===== src/rtl/fracpwm_pkg.sv =====
package fracpwm_pkg;

    // Default geometry of the generator.
    localparam int unsigned FP_FRAC_W  = 4;   // sixteenths of a tick
    localparam int unsigned FP_INT_W   = 21;  // whole ticks of high time
    localparam int unsigned FP_MAX_RES = 20;  // widest period counter

    // One tick's worth of counter events.
    typedef struct packed {
        logic wrap;    // the counter leaves its top value this tick
        logic arrive;  // the counter steps onto its top value this tick
    } step_t;

    // Map a requested resolution onto the supported range 1..hi.
    function automatic int unsigned clamp_res(input int unsigned req, input int unsigned hi);
        int unsigned res;
        res = req;
        if (res == 0) begin
            res = 1;
        end else if (res > hi) begin
            res = hi;
        end
        return res;
    endfunction

endpackage


===== src/rtl/fracpwm_timer.sv =====
module fracpwm_timer
    import fracpwm_pkg::*;
#(
    parameter int unsigned MAX_RES = FP_MAX_RES,
    parameter int unsigned RES_W   = $clog2(MAX_RES + 1)
) (
    input  logic               clk,
    input  logic               rst,
    input  logic               tick_en,
    input  logic [RES_W-1:0]   res_sel,
    output logic [MAX_RES-1:0] cnt_o,
    output logic [MAX_RES-1:0] lim_o,
    output logic               wrap_o,
    output logic               start_o,
    output logic               ovf_o
);

    logic [MAX_RES-1:0] cnt_q;
    int unsigned        res_eff;
    step_t              step;

    // Top value of the counter: 2^res - 1, saturating to all ones at MAX_RES.
    always_comb begin
        res_eff = clamp_res(32'(res_sel), MAX_RES);
        lim_o   = ~({MAX_RES{1'b1}} << res_eff);
    end

    // A counter left above a freshly lowered top value also wraps.
    always_comb begin
        step.wrap   = tick_en && (cnt_q >= lim_o);
        step.arrive = tick_en && (cnt_q < lim_o) && ((cnt_q + 1'b1) == lim_o);
    end

    always_ff @(posedge clk) begin
        if (rst) begin
            cnt_q   <= '0;
            start_o <= 1'b0;
            ovf_o   <= 1'b0;
        end else begin
            if (step.wrap) begin
                cnt_q <= '0;
            end else if (tick_en) begin
                cnt_q <= cnt_q + 1'b1;
            end
            start_o <= step.wrap;
            ovf_o   <= step.arrive;
        end
    end

    assign cnt_o  = cnt_q;
    assign wrap_o = step.wrap;

endmodule


===== src/rtl/fracpwm_dither.sv =====
module fracpwm_dither
    import fracpwm_pkg::*;
#(
    parameter int unsigned INT_W  = FP_INT_W,
    parameter int unsigned FRAC_W = FP_FRAC_W
) (
    input  logic              clk,
    input  logic              rst,
    input  logic              load,
    input  logic [INT_W-1:0]  whole_i,
    input  logic [FRAC_W-1:0] frac_i,
    output logic [INT_W:0]    width_o
);

    logic [FRAC_W-1:0] acc_q;
    logic [FRAC_W:0]   sum;

    // The carry out of the fraction accumulator lengthens this period by one tick.
    always_comb begin
        sum = {1'b0, acc_q} + {1'b0, frac_i};
    end

    always_ff @(posedge clk) begin
        if (rst) begin
            acc_q   <= '0;
            width_o <= '0;
        end else if (load) begin
            acc_q   <= sum[FRAC_W-1:0];
            width_o <= {1'b0, whole_i} + {{INT_W{1'b0}}, sum[FRAC_W]};
        end
    end

endmodule


===== src/rtl/fracpwm_cmp.sv =====
module fracpwm_cmp #(
    parameter int unsigned CNT_W = 20,
    parameter int unsigned WID_W = 22
) (
    input  logic [CNT_W-1:0] cnt_i,
    input  logic [WID_W-1:0] width_i,
    output logic             pwm_o
);

    localparam int unsigned CMP_W = ((CNT_W > WID_W) ? CNT_W : WID_W) + 1;

    logic [CMP_W-1:0] cnt_ext;
    logic [CMP_W-1:0] wid_ext;

    // Both operands are widened so that widths past the period saturate high.
    always_comb begin
        cnt_ext = {{(CMP_W - CNT_W){1'b0}}, cnt_i};
        wid_ext = {{(CMP_W - WID_W){1'b0}}, width_i};
        pwm_o   = cnt_ext < wid_ext;
    end

endmodule


===== src/rtl/fracpwm_gen.sv =====
module fracpwm_gen
    import fracpwm_pkg::*;
#(
    parameter int unsigned MAX_RES = FP_MAX_RES,
    parameter int unsigned FRAC_W  = FP_FRAC_W,
    parameter int unsigned INT_W   = FP_INT_W
) (
    input  logic                              clk,
    input  logic                              rst,
    input  logic                              tick_en,
    input  logic [$clog2(MAX_RES + 1)-1:0]    res_bits,
    input  logic [INT_W+FRAC_W-1:0]           duty_word,
    output logic                              pwm_out,
    output logic                              period_start,
    output logic                              ovf_irq
);

    localparam int unsigned RES_W = $clog2(MAX_RES + 1);
    localparam int unsigned WID_W = INT_W + 1;

    logic [MAX_RES-1:0] cnt_q;
    logic [MAX_RES-1:0] cnt_lim;
    logic               wrap;
    logic [WID_W-1:0]   width_q;

    fracpwm_timer #(
        .MAX_RES (MAX_RES),
        .RES_W   (RES_W)
    ) u_timer (
        .clk     (clk),
        .rst     (rst),
        .tick_en (tick_en),
        .res_sel (res_bits),
        .cnt_o   (cnt_q),
        .lim_o   (cnt_lim),
        .wrap_o  (wrap),
        .start_o (period_start),
        .ovf_o   (ovf_irq)
    );

    fracpwm_dither #(
        .INT_W  (INT_W),
        .FRAC_W (FRAC_W)
    ) u_dither (
        .clk     (clk),
        .rst     (rst),
        .load    (wrap),
        .whole_i (duty_word[INT_W+FRAC_W-1:FRAC_W]),
        .frac_i  (duty_word[FRAC_W-1:0]),
        .width_o (width_q)
    );

    fracpwm_cmp #(
        .CNT_W (MAX_RES),
        .WID_W (WID_W)
    ) u_cmp (
        .cnt_i   (cnt_q),
        .width_i (width_q),
        .pwm_o   (pwm_out)
    );

endmodule


===== config.mk =====
export PLATFORM = sky130hd
export DESIGN_NAME = fracpwm_gen
export DESIGN_NICKNAME = d
export VERILOG_FILES = /design/src/rtl/fracpwm_pkg.sv /design/src/rtl/fracpwm_timer.sv /design/src/rtl/fracpwm_dither.sv /design/src/rtl/fracpwm_cmp.sv /design/src/rtl/fracpwm_gen.sv
export SDC_FILE = /design/constraint.sdc
export NUM_CORES = 1
export LEC_CHECK = 0
export ABC_CLOCK_PERIOD_IN_PS = 4600
export BUFFER_PORTS_ARGS = -buffer_cell sky130_fd_sc_hd__buf_2
export CAP_MARGIN = 5
export CORE_ASPECT_RATIO = 1.2
export CORE_MARGIN = 2
export CORE_UTILIZATION = 60
export CTS_BUF_LIST = sky130_fd_sc_hd__clkbuf_16
export CTS_CLUSTER_SIZE = 20
export DETAILED_ROUTE_END_ITERATION = 8
export HOLD_SLACK_MARGIN = 0.12
export PLACE_DENSITY = 0.8
export SETUP_SLACK_MARGIN = 0.3
export SLEW_MARGIN = 10
export SYNTH_ARGS = -nofsm -noshare
export SYNTH_HDL_FRONTEND = slang
export SYNTH_HIERARCHICAL = 1
export SYNTH_SLANG_ARGS = --single-unit

===== constraint.sdc =====
create_clock -name clk -period 4.6 [get_ports clk]
set_input_delay 0.69 -clock clk [delete_from_list [all_inputs] [get_ports clk]]
set_output_delay 0.69 -clock clk [all_outputs]
set_load 0.05 [all_outputs]

==> flow_metrics.tcl <==
set metrics [dict create \
    fin_ws_ns 1.14 \
    path_clk_slew_ns 0.07 \
    clock_latency_ns 0.29 \
    rsz0062_at_grt "no" \
    worstSetupStartpointType "input pin" \
    hold_path.class "flip-flop to flip-flop" \
    slew_viol_final 0 \
    final_hold_viol_count 0 \
    slew_headroom 0.454 \
    p_clk_frac 0.406 \
    gp_congestion 0.963 \
    syn_inst 538 \
    worst_pin_slew_ns 0.811 \
    fmax_mhz 289 \
    cellPowerDensity_nw_per_um2 205 \
    io_pins 36 \
    worst_clock_skew_ns 0.00573 \
    htree_num_levels 2 \
    finalInstanceArea_um2 4500 \
    power_mw 0.921 \
    internal-power_mw 0.672 \
    drt_iter0_drc 156 \
    grt_max_degree 48 \
    cts-resized-gates 0 \
    nNetsFinal 629 \
    p_leak_nw 1.81 \
    synth.avg_cell_area_um2 7.81 \
    grt_pass1_vias 3615 \
    clockBufferDepth 2 \
    critPathMaxFanout 47 \
    grt_pass1_wl_mm 16.7 \
    end_kind "flip-flop" \
    hpwl_mm 7.61 \
    post-cts-setup-buffer-count 0 \
    period_share 0.753 \
    initial_utilization 0.617 \
    final.fill_count 614 \
    status "completed" \
    place_area_um2 4350 \
    rows 33 \
    drt-pass1-iter-count 5 \
    die_x_um 80.4 \
    ys_warn_count 6 \
    diodes 0 \
    vdd_drop_max_v 0.000171 \
    num_vias 3844 \
    crit_type "input pin to flip-flop" \
    swShare 0.270 \
    finalSetupTns_ns 0 \
    syn_to_final_growth_pct 7.06 \
    grtUsageTotal 0.274 \
    cts-root-buf "clkbuf_16" \
    portBuffers 35 \
    ctsHoldBuffers 0 \
    stdcell_count 638 \
    wire_per_inst_um 15.4 \
    post-route-util 0.660 \
    routed_wirelength_mm 9.80 \
    cp.required_ns 4.80 \
    place_ws_ns 0.857 \
    min_period_ns 3.46 \
    arrival_ns 3.66 \
    synth_nets 617 \
    gr-total-overflow 0 \
    setup_viol 0 \
    drc 0 \
    hold_ws_ns 0.484 \
    switching_power_mw 0.249 \
    drive_above_1_share 0.120 \
    placed_cells 630 \
    syn_area_um2 4200 \
    cts_tree "built" \
    die_area_um2 7690 \
    viasPerCell 6.03 \
    numCtsBuffers 5 \
    power_frac_comb 0.137 \
    die_y_um 95.7 \
    ant_nets 0 \
    maxCapViolations 0 \
    core_area_um2 6810 \
    p_seq_frac 0.457 \
    clock_sinks 48 \
    grt_antenna_before_repair 0 \
]
## final cells by class
type                    count  area, µm²  share of cell area
clock buffers               5        125              0.0278
clock inverters             3       25.0             0.00556
inverters                  36        135              0.0300
flip-flops and latches     48        961               0.214
well taps                  87        109              0.0242
repair buffers             36        183              0.0406
multi-input cells         423       2960               0.658
## layout by cell type (no fill, tap or decap), drive strengths merged, types with 6 or more instances in the layout
| master | n |
|---|---|
| xnor2 | 38 |
| o21ai | 17 |
| a211oi | 14 |
| a21oi | 29 |
| or4 | 6 |
| nor4 | 7 |
| inv | 38 |
| nor3 | 14 |
| ha | 45 |
| xor2 | 13 |
| nand3 | 26 |
| nor2 | 71 |
| a21o | 16 |
| or3 | 9 |
| buf | 36 |
| nand2 | 31 |
| a311oi | 10 |
| mux2i | 6 |
| dfxtp | 48 |
| nand4 | 16 |
## registers in the layout, indices dropped and copies added (netlist names)
name / cells
u_dither/acc_q: 4
u_dither/width_o: 22
u_timer/cnt_o: 20
u_timer/ovf_o: 1
u_timer/start_o: 1
## power groups by stage
stage          clock network, mW  logic, mW  registers (mW)
5_1_grt                    0.400      0.140           0.421
4_1_cts                    0.377      0.126           0.421
3_5_place_dp                   0      0.125           0.431
3_3_place_gp                   0      0.121           0.430
6_report                   0.374      0.127           0.421
2_1_floorplan                  0     0.0860           0.429
## final timing paths
path	slack, ns	cells past startpoint	from	endpoint
setup / recovery	1.14	13	res_bits[1]	u_dither/width_o[13]
hold / removal	0.48	2	u_dither/width_o[10]	u_dither/width_o[10]
setup reg to reg	1.40	10	u_dither/acc_q[0]	u_dither/width_o[20]
hold reg to reg	0.48	2	u_dither/width_o[10]	u_dither/width_o[10]
## critical path, cell delays in order
cell and delay [ns]:
buf_2 0.22, nand2_1 0.14, o21ai_1 0.32, inv_1 0.13
ha_1 0.31, nand4_1 0.09, or2_2 0.30, nor4_2 0.31
a21o_1 0.19, and2_1 0.17, buf_4 0.42, nor2_1 0.10
a311oi_1 0.27
## per-layer routing
layer | wire, µm | track usage
met5 | 0 | 0
met4 | 312 | 0.106
met3 | 346 | 0.0379
met2 | 4760 | 0.483
met1 | 4380 | 0.335
Power figures use the tool's default switching activity.
